===== src/rtl/fgsd_pkg.sv =====
package fgsd_pkg;
  typedef enum logic [1:0] {
    PH_IDLE      = 2'd0,
    PH_CLK_FIRST = 2'd1,
    PH_FG_FIRST  = 2'd2
  } ph_state_e;
endpackage


===== src/rtl/fgsd_period_counter.sv =====
module fgsd_period_counter #(
  parameter int CNT_W = 10
) (
  input  logic             clk,
  input  logic             rst,
  input  logic             ref_tick,
  input  logic             fg_pulse,
  output logic [CNT_W-1:0] meas_cnt,
  output logic             meas_vld
);
  localparam logic [CNT_W-1:0] CNT_MAX = '1;

  logic [CNT_W-1:0] run_cnt;
  logic             armed;

  always_ff @(posedge clk) begin
    if (rst) begin
      run_cnt  <= '0;
      armed    <= 1'b0;
      meas_cnt <= '0;
      meas_vld <= 1'b0;
    end else begin
      meas_vld <= fg_pulse && armed;
      if (fg_pulse) begin
        meas_cnt <= run_cnt;
        armed    <= 1'b1;
        run_cnt  <= ref_tick ? CNT_W'(1) : '0;
      end else if (ref_tick && run_cnt != CNT_MAX) begin
        run_cnt <= run_cnt + 1'b1;
      end
    end
  end

  AST_CNT_SATURATE: assert property (@(posedge clk) disable iff (rst)
    (run_cnt == CNT_MAX && !fg_pulse) |=> run_cnt == CNT_MAX);
  AST_CNT_STEP: assert property (@(posedge clk) disable iff (rst)
    (!fg_pulse && ref_tick && run_cnt != CNT_MAX) |=> run_cnt == $past(run_cnt) + 1'b1);
  AST_FIRST_EDGE_SILENT: assert property (@(posedge clk) disable iff (rst)
    (fg_pulse && !armed) |=> !meas_vld);
endmodule


===== src/rtl/fgsd_window_judge.sv =====
module fgsd_window_judge #(
  parameter int CNT_W     = 10,
  parameter int NOMINAL   = 512,
  parameter int TOL_SHIFT = 4
) (
  input  logic             clk,
  input  logic             rst,
  input  logic [CNT_W-1:0] meas_cnt,
  input  logic             meas_vld,
  output logic             disc_valid,
  output logic             disc_up,
  output logic             disc_dn,
  output logic             lock_n,
  output logic             soft_mode
);
  localparam int TOL = NOMINAL >> TOL_SHIFT;
  localparam int LO  = NOMINAL - TOL;
  localparam int HI  = NOMINAL + TOL;
  localparam logic [CNT_W-1:0] LO_C = CNT_W'(LO);
  localparam logic [CNT_W-1:0] HI_C = CNT_W'(HI);

  logic too_slow;
  logic too_fast;

  always_comb begin
    too_slow = meas_cnt > HI_C;
    too_fast = meas_cnt < LO_C;
  end

  always_ff @(posedge clk) begin
    if (rst) begin
      disc_valid <= 1'b0;
      disc_up    <= 1'b0;
      disc_dn    <= 1'b0;
      lock_n     <= 1'b1;
      soft_mode  <= 1'b0;
    end else begin
      disc_valid <= meas_vld;
      disc_up    <= meas_vld && too_slow;
      disc_dn    <= meas_vld && too_fast;
      if (meas_vld) begin
        lock_n    <= too_slow || too_fast;
        soft_mode <= !(too_slow || too_fast);
      end
    end
  end

  AST_RESULT_FOLLOWS_MEAS: assert property (@(posedge clk) disable iff (rst)
    disc_valid |-> $past(meas_vld));
  AST_LOCK_HELD: assert property (@(posedge clk) disable iff (rst)
    !meas_vld |=> ($stable(lock_n) && $stable(soft_mode)));
endmodule


===== src/rtl/fgsd_phase_comp.sv =====
module fgsd_phase_comp
  import fgsd_pkg::*;
(
  input  logic clk,
  input  logic rst,
  input  logic clk_edge,
  input  logic fg_pulse,
  output logic phase_up,
  output logic phase_dn
);
  ph_state_e state_q;
  ph_state_e state_d;

  always_comb begin
    state_d = state_q;
    unique case (state_q)
      PH_IDLE: begin
        if (clk_edge && !fg_pulse)      state_d = PH_CLK_FIRST;
        else if (fg_pulse && !clk_edge) state_d = PH_FG_FIRST;
      end
      PH_CLK_FIRST: if (fg_pulse) state_d = PH_IDLE;
      PH_FG_FIRST:  if (clk_edge) state_d = PH_IDLE;
      default:      state_d = PH_IDLE;
    endcase
  end

  always_ff @(posedge clk) begin
    if (rst) state_q <= PH_IDLE;
    else     state_q <= state_d;
  end

  assign phase_up = (state_q == PH_CLK_FIRST);
  assign phase_dn = (state_q == PH_FG_FIRST);

  AST_UP_RISE_CAUSE: assert property (@(posedge clk) disable iff (rst)
    $rose(phase_up) |-> ($past(clk_edge) && !$past(fg_pulse)));
  AST_UP_FALL_CAUSE: assert property (@(posedge clk) disable iff (rst)
    $fell(phase_up) |-> $past(fg_pulse));
  AST_DN_FALL_CAUSE: assert property (@(posedge clk) disable iff (rst)
    $fell(phase_dn) |-> $past(clk_edge));
endmodule


===== src/rtl/fg_speed_disc.sv =====
module fg_speed_disc #(
  parameter int CNT_W     = 10,
  parameter int NOMINAL   = 512,
  parameter int TOL_SHIFT = 4
) (
  input  logic clk,
  input  logic rst,
  input  logic ref_tick,
  input  logic fg_pulse,
  input  logic clk_edge,
  output logic disc_valid,
  output logic disc_up,
  output logic disc_dn,
  output logic lock_n,
  output logic soft_mode,
  output logic phase_up,
  output logic phase_dn
);
  logic [CNT_W-1:0] meas_cnt;
  logic             meas_vld;

  fgsd_period_counter #(.CNT_W(CNT_W)) cnt_i (
    .clk(clk), .rst(rst), .ref_tick(ref_tick), .fg_pulse(fg_pulse),
    .meas_cnt(meas_cnt), .meas_vld(meas_vld)
  );

  fgsd_window_judge #(.CNT_W(CNT_W), .NOMINAL(NOMINAL), .TOL_SHIFT(TOL_SHIFT)) judge_i (
    .clk(clk), .rst(rst), .meas_cnt(meas_cnt), .meas_vld(meas_vld),
    .disc_valid(disc_valid), .disc_up(disc_up), .disc_dn(disc_dn),
    .lock_n(lock_n), .soft_mode(soft_mode)
  );

  fgsd_phase_comp phase_i (
    .clk(clk), .rst(rst), .clk_edge(clk_edge), .fg_pulse(fg_pulse),
    .phase_up(phase_up), .phase_dn(phase_dn)
  );

  AST_ONE_DIRECTION: assert property (@(posedge clk) disable iff (rst)
    !(disc_up && disc_dn));
  AST_DIR_NEEDS_VALID: assert property (@(posedge clk) disable iff (rst)
    (disc_up || disc_dn) |-> disc_valid);
  AST_LOCK_ON_IN_WINDOW: assert property (@(posedge clk) disable iff (rst)
    (disc_valid && !disc_up && !disc_dn) |-> (!lock_n && soft_mode));
endmodule


===== config.mk =====
export PLATFORM = sky130hd
export DESIGN_NAME = fg_speed_disc
export DESIGN_NICKNAME = d
export VERILOG_FILES = /design/src/rtl/fgsd_pkg.sv /design/src/rtl/fgsd_period_counter.sv /design/src/rtl/fgsd_window_judge.sv /design/src/rtl/fgsd_phase_comp.sv /design/src/rtl/fg_speed_disc.sv
export SDC_FILE = /design/constraint.sdc
export NUM_CORES = 1
export LEC_CHECK = 0
export ABC_AREA = 1
export BUFFER_PORTS_ARGS = -buffer_cell sky130_fd_sc_hd__buf_2
export CORE_MARGIN = 2
export CORE_UTILIZATION = 51
export CTS_BUF_LIST = sky130_fd_sc_hd__clkbuf_16
export CTS_CLUSTER_DIAMETER = 40
export DETAILED_ROUTE_END_ITERATION = 16
export PLACE_DENSITY = 0.83
export SLEW_MARGIN = 15
export SYNTH_ARGS = -nofsm -noshare
export SYNTH_HDL_FRONTEND = slang
export SYNTH_SLANG_ARGS = --single-unit

===== constraint.sdc =====
create_clock -name clk -period 1.4 [get_ports clk]
set_input_delay 0.07 -clock clk [delete_from_list [all_inputs] [get_ports clk]]
set_output_delay 0.07 -clock clk [all_outputs]
set_load 0.005 [all_outputs]

==> run_results.csv, run 1 <==
group,metric,value,unit
outcome,status,"complete, no violations",
clock_network,clk_latency,0.27,ns
floorplanning,dieArea,0.002879,sq mm
clock_network,cts_tree,"done",
clock_network,h-tree-depth,2,
global_routing,grtUsageTotal,0.2377,
power_and_ir_drop,total_power,0.001995,W
final_layout,n_fill_cell,175,
placement,dp_hpwl,1887,um
placement,place.gp.congestion,0.9071,
route,drt_iter0_drc,31,
worst_setup_path,worstPathArrival,1.51,ns
yosys,synth_xor_area_frac,0.006965,
final_layout,finalInstanceArea,0.001555,sq mm
clock_network,clkTransAtPathRegs,0.05,ns
floorplanning,core.rowCount,17,
yosys,synthSimpleGateAreaFrac,0.2935,
floorplanning,ioPinCount,12,
global_routing,busiest_layer,"met2",
global_routing,use_met1,0.2569,
min_path,holdPathStages,2,
global_routing,overflow,0,
placement,io_buffers,11,
worst_setup_path,end_kind,"register",
yosys,yosys_warnings,0,
route,drt_wl_total,2824,um
yosys,avgSynthCellArea,7.575,sq um
final_layout,multi_input_area,581.8,sq um
sta,fin_skew,0.001328,ns
final_layout,drive_gt1_frac,0.2394,
final_layout,diodes,0,
yosys,synth_top_cell_by_area,"dfxtp_1",
yosys,synthMuxAreaShare,0,
global_routing,grt_pass1_vias,1088,
worst_setup_path,critPathKind,"reg2reg",
sta,finalSetupViolations,0,
clock_network,cts.sinks,29,
power_and_ir_drop,p_leak,0.6705,nW
floorplanning,die_w,53.66,um
yosys,syn_nets,172,
global_routing,grt_max_degree,15,
route,routedWlPerCell,13.07,um
clock_network,clock-root-buffer,"clkbuf_16",
yosys,synthTopCellsByCount,"33 x nand2_1, 29 x dfxtp_1, 25 x inv_1",
clock_network,cts_buffers,5,
floorplanning,core,0.002276,sq mm
sta,fmax,746.7,MHz
global_routing,met2_usage,0.4012,
sta,drv_slew,0,
yosys,ys.flop_type,"dfxtp_1",
yosys,synthesis.area,0.001257,sq mm
yosys,synth_top_cell_area_share,0.4617,
yosys,postSynthCellCount,166,
route,ant_nets,0,
worst_setup_path,cp_max_fo,5,
yosys,synth_seq_cells,29,
final_layout,ff_latch_area,584.3,sq um
yosys,synth.yosys.seq_area_share,0.4617,
sta,min_period,1.339,ns
min_path,min-delay-path-class,"in2reg",
sta,fin_setup_tns,0,ns
sta,hold_viol_final,0,
placement,dpl_worst_slack,-0.02791,ns
sta,fin_crit_sh,0.9566,
power_and_ir_drop,powerDensity,1283,mW/mm^2
sta,tightest_slew,0.3606,ns
yosys,synth_area_leaders,"dfxtp_1 46%, nand2_1 9.9%, inv_1 7.5%, nor2_1 5.4%, nand3_1 5.2%",
route,dr.pass1.iters,4,
yosys,yosysMostFrequentCell,"nand2_1",
route,num_vias,1128,
yosys,synth_edf_count,0,
worst_setup_path,start_kind,"register",
route,viasPerCell,5.222,
placement,placed_cell_area,0.001351,sq mm
sta,rsz0062_at_grt,"no",
yosys,synth_compound_area_frac,0.1264,
worst_setup_path,critPathRequiredTime,1.57,ns
route,drcViolationCount,0,
global_routing,antenna_found_initial,0,
yosys,synth_top_family_by_area,"simple AND/OR/NAND/NOR gates",
global_routing,use_met3,0.09167,
worst_setup_path,reg2regPathDepth,10,
clock_network,cts.path.max_buffers,2,
final_layout,nNetsFinal,193,
yosys,synth_adder_area_share,0.009950,
sta,setup_ws,0.06080,ns
yosys,synth_cell_types,26,
yosys,async_reset_ff_frac,0,
global_routing,grt_pass1_wl,4726,um
power_and_ir_drop,vdd_ir_drop_max,1.077,mV
sta,slew_headroom,0.7534,
floorplanning,fp.dieH,53.66,um
final_layout,syn_to_final_growth,23.68,%
run,cap_violations,0,
floorplanning,initial_utilization,0.5525,
layout by cell type (no fill, tap or decap), drive strengths merged, types with 3 or more instances in the layout:
cell type / instances
nand2: 36
inv: 28
clkbuf: 5
buf: 17
o22ai: 6
nor2: 21
nor3: 3
nand3: 15
a21oi: 6
dfxtp: 29
o21ai: 12
cell type report:
type                    instances  share of cell area
clock buffers                   5             0.08045
clock inverters                 3            0.008850
inverters                      27             0.06516
multi-input cells             106              0.3741
flip-flops and latches         29              0.3757
well taps                      28             0.02253
repair buffers                 18             0.07321
routing by layer:
metal  part of all wire  up-vias
met1               0.43      510
met2               0.49       30
met3              0.041       12
met4              0.040        0
met5                  0        -
li1                   -      576
critical path, cell delays in order, from the launching register on:
cell     delay, ns
dfxtp_2       0.35
ha_4          0.15
nand2_4       0.06
nor2_4        0.14
nand3_4       0.10
nand2_4       0.10
nand2_2       0.09
nand2_1       0.08
nand2_1       0.06
nand2_1       0.06
inv_1         0.03
power by group:
| group | total, W | switching (W) | internal (W) |
|---|---|---|---|
| Clock | 0.000994 | 0.000352 | 0.000642 |
| Combinational | 0.000136 | 0.0000819 | 0.0000540 |
| Sequential | 0.000866 | 0.0000151 | 0.000851 |
| Total | 0.00200 | 0.000448 | 0.00155 |
registers in the layout, summed over array words and instances (netlist names):
register            cells
cnt_i.meas_cnt         10
cnt_i.run_cnt          10
phase_i.state_q         2
cnt_i.armed             1
cnt_i.meas_vld          1
judge_i.disc_dn         1
judge_i.disc_up         1
judge_i.disc_valid      1
judge_i.lock_n          1
judge_i.soft_mode       1
cells by family (layout without fill, tap and decap cells):
| logic type | after synthesis | in the layout |
|---|---|---|
| simple gates | 79 | 79 |
| xor+xnor | 1 | 1 |
| fa+ha+maj | 1 | 1 |
| flops | 29 | 29 |
| compound gates | 25 | 25 |
| buf+inv | 31 | 53 |
metrics by stage:
step | cells | hold WS [ns] | util
finish | 216 | 0.07072 | 0.6833
global route | 216 | 0.1128 | 0.6833
global placement | 205 | 0.2631 | 0.5937
floorplan | 166 | 0.1483 | -
detailed placement | 205 | 0.2747 | 0.5937
CTS | 215 | 0.06821 | 0.6762
timing repair:
action	4_1_cts	5_1_grt
setup endpoints to repair	5	4
setup buffers	1	1
pin swaps	4	4
endpoints found under the hold margin	1	0
resized for setup	8	2
hold buffers	1	0
gates cloned	0	0
final timing paths:
check                         from            endpoint  slack [ns]
setup / recovery  cnt_i.run_cnt[1]    cnt_i.run_cnt[8]        0.06
hold / removal            fg_pulse  phase_i.state_q[0]        0.07
setup reg to reg  cnt_i.run_cnt[1]    cnt_i.run_cnt[8]        0.06
hold reg to reg        cnt_i.armed      cnt_i.meas_vld        0.45
No activity file was read; power rests on OpenSTA's default activity.
==> run 2: changes to the inputs <==
Settings changed: PLACE_DENSITY 0.83 to 0.73.
==> run_results.csv, run 2 (synthesis gave the netlist of run 1 again) <==
group,metric,value,unit
outcome,status,"complete, no violations",
sta,hold_viol_final,0,
final_layout,top_regs,"cnt_i.meas_cnt: 10 flops, cnt_i.run_cnt: 10 flops, phase_i.state_q: 2 flops",
final_layout,final_common_cell,"nand2_1",
placement,place.gp.congestion,0.8718,
worst_setup_path,r2r-start,"cnt_i.run_cnt[1]",
global_routing,antenna_found_initial,0,
global_routing,grt_max_degree,12,
power_and_ir_drop,powerDensity,1284,mW/mm^2
worst_setup_path,r2r-end,"cnt_i.run_cnt[3]",
global_routing,overflow,0,
worst_setup_path,critPathSlowestCell,"dfxtp_2",
route,routedWlPerCell,13.07,um
clock_network,clk_latency,0.27,ns
worst_setup_path,crit_path_frequent_cell,"nand2_4",
global_routing,grt_pass1_vias,977,
worst_setup_path,end_kind,"register",
worst_setup_path,crit_path_max_incr_delay,0.35,ns
run,cap_violations,0,
sta,fin_crit_sh,0.9448,
worst_setup_path,cp_max_fo,6,
clock_network,cts_buffers,5,
route,drcViolationCount,0,
clock_network,cts_tree,"done",
final_layout,final_cells,216,
worst_setup_path,reg2regPathDepth,10,
sta,fmax,756.0,MHz
clock_network,clock-root-buffer,"clkbuf_16",
sta,slew_headroom,0.7773,
route,drt_wl_total,2824,um
sta,drv_slew,0,
route,num_vias,1105,
route,drt_iter0_drc,24,
sta,finalSetupViolations,0,
worst_setup_path,start_kind,"register",
global_routing,grtUsageTotal,0.2217,
final_layout,drive_gt1_frac,0.2340,
power_and_ir_drop,vdd_ir_drop_max,1.152,mV
final_layout,final_cell_mix,"32 x nand2_1, 27 x dfxtp_1, 25 x inv_1",
floorplanning,dieArea,0.002879,sq mm
worst_setup_path,critPathKind,"reg2reg",
clock_network,cts.path.max_buffers,2,
floorplanning,core,0.002276,sq mm
worst_setup_path,critPathRequiredTime,1.62,ns
placement,io_buffers,11,
placement,dp_hpwl,1895,um
final_layout,diodes,0,
sta,tightest_slew,0.3256,ns
route,dr.pass1.iters,4,
worst_setup_path,ff2ff_setup_slack,0.08,ns
clock_network,cts.sinks,29,
worst_setup_path,worstPathArrival,1.54,ns
final_layout,syn_to_final_growth,23.98,%
route,ant_nets,0,
clock_network,clkTransAtPathRegs,0.05,ns
min_path,min-delay-path-class,"in2reg",
power_and_ir_drop,total_power,0.002002,W
global_routing,grt_pass1_wl,4250,um
route,viasPerCell,5.116,
power_and_ir_drop,p_leak,0.6698,nW
floorplanning,ioPinCount,12,
final_layout,finalInstanceArea,0.001559,sq mm
floorplanning,fp.dieH,53.66,um
floorplanning,die_w,53.66,um
placement,placed_cell_area,0.001359,sq mm
floorplanning,core.rowCount,17,
sta,min_period,1.323,ns
sta,fin_skew,0.004517,ns
placement,dp.cells,206,
worst_setup_path,critPathCapture,"cnt_i.run_cnt[3]",
floorplanning,initial_utilization,0.5525,
worst_setup_path,worstSetupStartpoint,"cnt_i.run_cnt[1]",
final_layout,nNetsFinal,193,
clock_network,h-tree-depth,2,
final_layout,final_util,0.6850,
worst_setup_path,crit_chain,"ha_4 -> nand2_4 -> nor2_4 -> nand3_2 -> nand2_4 -> buf_6 -> nand2_4 -> o21ai_2 -> nand2_1 -> inv_1",
[run 2: cell count changes in the layout (fill, tap and decap cells not counted)]
cell / change
nand2_4: +1
inv_1: -1
clkinv_2: -1
clkinv_1: +2
nand2_2: -1
buf_6: +1
buf_4: -1
dfxtp_2: -1
nand3_4: -1
nor3_1: -1
nor3_2: +1
dfxtp_1: +1
nand3_2: +1
[run 2: repair_timing]
action,CTS,global route
hold endpoints to repair,1,0
gates resized for setup,0,11
hold buffers,1,0
setup buffers,0,1
endpoints found under the setup margin,0,7
[run 2: cell type report]
type,count,area (sq um)
clock buffer,5,125.1
clock inverter,3,12.51
fill,188,716.9
inverter,27,101.3
multi-input combinational,106,584.3
sequential,29,583.1
tap,28,35.03
timing repair buffer,18,117.6
[run 2: worst max-delay path, delay by kind of cell (launching register included)]
kind	cells	cell delay, ns
flops	1	0.35
buf+inv	2	0.16
fa+ha+maj	1	0.15
simple gates	6	0.56
compound gates	1	0.05
[run 2: worst min-delay path by stage]
| stage | from | end | slack, ns | cells after the start |
|---|---|---|---|---|
| floorplan | fg_pulse | phase_i.state_q[0] | 0.15 | 1 |
| CTS | fg_pulse | phase_i.state_q[0] | 0.07 | 2 |
| detailed placement | clk_edge | phase_i.state_q[1] | 0.28 | 2 |
| finish | fg_pulse | phase_i.state_q[0] | 0.08 | 2 |
| global placement | clk_edge | phase_i.state_q[1] | 0.26 | 2 |
| global route | fg_pulse | phase_i.state_q[0] | 0.1 | 2 |
[run 2: report_power, final]
group	internal, W	leakage, nW	switching (W)
Combinational	0.0000543	0.365	0.0000850
Clock	0.000640	0.0687	0.000357
Sequential	0.000851	0.236	0.0000144
Total	0.00155	0.670	0.000457
[run 2: per-stage QoR]
step	hold WS, ns	setup slack [ns]	setup TNS, ns
detailed placement	0.2754	0.01671	0
floorplan	0.1483	0.05298	0
finish	0.07814	0.07726	0
CTS	0.06986	0.0002816	0
global placement	0.2637	0.06019	0
global route	0.09965	-0.01060	-0.02113
[run 2: routing by layer]
layer	wire, um	track usage	up-vias
li1	-	-	572
met1	1252	0.2478	500
met2	1379	0.3601	28
met3	150	0.1000	5
met4	42	0.1026	0
met5	0	0	-
==> run 3: changes to the inputs <==
Settings changed: BUFFER_PORTS_ARGS -buffer_cell sky130_fd_sc_hd__buf_2 to unset, CORE_UTILIZATION 51 to 35, DONT_BUFFER_PORTS set to 1, PLACE_DENSITY 0.73 to unset.
==> run_results.csv, run 3 (synthesis gave the netlist of run 1 again) <==
group,metric,value,unit
clock_network,cts_tree,"done",
final_layout,top_regs,"cnt_i.meas_cnt: 10 flops, cnt_i.run_cnt: 10 flops, phase_i.state_q: 2 flops",
floorplanning,core,0.003390,sq mm
power_and_ir_drop,powerDensity,1238,mW/mm^2
power_and_ir_drop,switching_power,0.0004413,W
route,viasPerCell,4.732,
route,drt_iter0_drc,27,
route,drt_wl_total,2758,um
worst_setup_path,start_kind,"register",
final_layout,diodes,0,
power_and_ir_drop,power_frac_comb,0.070,
floorplanning,die_w,63.94,um
clock_network,cts.sinks,29,
clock_network,cts.path.max_buffers,2,
min_path,holdPathStages,3,
floorplanning,ioPinCount,12,
global_routing,grt_pass1_vias,1067,
worst_setup_path,crit_path_frequent_cell,"nand2_4",
route,dr.pass1.iters,4,
final_layout,final_cell_mix,"32 x nand2_1, 27 x dfxtp_1, 25 x inv_1",
worst_setup_path,critPathSlowestCell,"dfxtp_2",
power_and_ir_drop,p_seq_frac,0.435,
final_layout,multi_input_area,600.6,sq um
clock_network,clkTransAtPathRegs,0.05,ns
power_and_ir_drop,p_leak,0.6665,nW
worst_setup_path,critPathKind,"reg2reg",
worst_setup_path,timing.critical_path.buf_inv,1,
worst_setup_path,cp_max_fo,6,
global_routing,grt_max_degree,14,
min_path,min-delay-path-class,"in2reg",
final_layout,n_fill_cell,316,
worst_setup_path,r2r-start,"cnt_i.run_cnt[1]",
placement,dp_hpwl,1915,um
clock_network,h-tree-depth,2,
global_routing,overflow,0,
global_routing,grt_pass1_wl,4650,um
worst_setup_path,crit_chain,"ha_4 -> nand2_4 -> nor2_4 -> nand3_4 -> nand2_4 -> buf_6 -> o21ai_1 -> a21oi_2",
min_path,min-delay-start,"fg_pulse",
worst_setup_path,crit_family,"simple AND/OR/NAND/NOR gates",
global_routing,met2_usage,0.2383,
floorplanning,core.rowCount,21,
final_layout,drive_gt1_frac,0.2108,
final_layout,nNetsFinal,190,
global_routing,antenna_found_initial,0,
final_layout,syn_to_final_growth,28.16,%
worst_setup_path,cp.depth,8,
global_routing,use_met1,0.1778,
final_layout,final_cells,231,
worst_setup_path,worstSetupStartpoint,"cnt_i.run_cnt[1]",
worst_setup_path,worstPathArrival,1.55,ns
power_and_ir_drop,vdd_ir_drop_max,0.8188,mV
sta,tightest_slew,0.3973,ns
global_routing,busiest_layer,"met2",
power_and_ir_drop,clkPwrFrac,0.495,
sta,fin_skew,0.003988,ns
worst_setup_path,reg2regPathDepth,8,
placement,place.gp.congestion,0.8501,
outcome,status,"complete, but fails checks",
power_and_ir_drop,internal_power,0.001553,W
sta,finalSetupViolations,0,
route,drcViolationCount,0,
global_routing,use_met3,0.05634,
final_layout,ff_latch_area,583.1,sq um
sta,rsz0062_at_grt,"yes",
sta,slew_headroom,0.7351,
sta,drv_slew,0,
clock_network,clock-root-buffer,"clkbuf_16",
route,routedWlPerCell,11.94,um
floorplanning,dieArea,0.004088,sq mm
final_layout,final_common_cell,"nand2_1",
sta,fin_hold_ws,-0.01225,ns
sta,min_period,1.345,ns
final_layout,finalInstanceArea,0.001612,sq mm
clock_network,cts_buffers,5,
sta,fin_crit_sh,0.9604,
sta,hold_viol_final,1,
floorplanning,fp.dieH,63.94,um
worst_setup_path,critPathRequiredTime,1.61,ns
clock_network,clk_latency,0.27,ns
worst_setup_path,end_kind,"register",
outcome,violations,"hold timing",
placement,placed_cell_area,0.001326,sq mm
sta,fmax,743.7,MHz
final_layout,final_util,0.4755,
route,num_vias,1093,
floorplanning,initial_utilization,0.3710,
worst_setup_path,crit_path_max_incr_delay,0.35,ns
power_and_ir_drop,netSwitchingFraction,0.2213,
global_routing,grtUsageTotal,0.1459,
placement,dp.cells,213,
route,ant_nets,0,
run,cap_violations,0,
placement,io_buffers,0,
-- run 3: final cells by class --
type | instances | area share
flip-flops and latches | 29 | 0.3618
clock buffers | 5 | 0.07764
inverters | 27 | 0.06289
repair buffers | 15 | 0.08152
multi-input cells | 106 | 0.3727
well taps | 46 | 0.03571
clock inverters | 3 | 0.007764
-- run 3: worst paths after layout --
path / end / slack (ns)
worst max-delay path: cnt_i.run_cnt[4] / 0.06
worst min register to register: cnt_i.meas_vld / 0.43
worst max register to register: cnt_i.run_cnt[4] / 0.06
worst min-delay path: cnt_i.meas_cnt[1] / -0.01
-- run 3: power groups by stage --
| stage | sequential, W | combinational [W] | clock (W) |
|---|---|---|---|
| floorplan | 0.000879 | 0.0000820 | 0 |
| global placement | 0.000879 | 0.000104 | 0 |
| detailed placement | 0.000880 | 0.000105 | 0 |
| CTS | 0.000863 | 0.000123 | 0.00101 |
| global route | 0.000869 | 0.000157 | 0.00105 |
| finish | 0.000867 | 0.000140 | 0.000987 |
-- run 3: stage by stage --
stage                     hold slack [ns]  setup TNS, ns  setup slack, ns   power, W
after floorplan                    0.1483              0          0.05298  0.0009613
after global placement             0.1461              0          0.06516  0.0009822
after detailed placement           0.1470       -0.01535         -0.01535  0.0009848
after CTS                        0.002443              0         0.009460   0.001997
after global routing              0.01439        -0.1113         -0.03283   0.002077
final                            -0.01225              0          0.05545   0.001995
-- run 3: what timing repair did --
action                                  CTS  global route
endpoints found under the setup margin    1            15
setup buffers                             0             5
pin swaps                                 0             6
hold buffers                              5             0
gates cloned                              0             0
resized for setup                         2            12
endpoints found under the hold margin    12             0
-- run 3: worst register-to-register path: cells and delay by family, from the launching register on --
family                   cells  cell delay, ns
AND/OR/NAND/NOR              4            0.46
adder cells (fa/ha/maj)      1            0.15
buffers and inverters        1            0.14
flip-flops                   1            0.35
AO/OA/AOI/OAI                2            0.18
-- run 3: routing by layer --
metal  vias up  share of wire
met5         -              0
met4         0          0.012
met3         3          0.044
met2        17           0.48
met1       507           0.47
li1        566              -
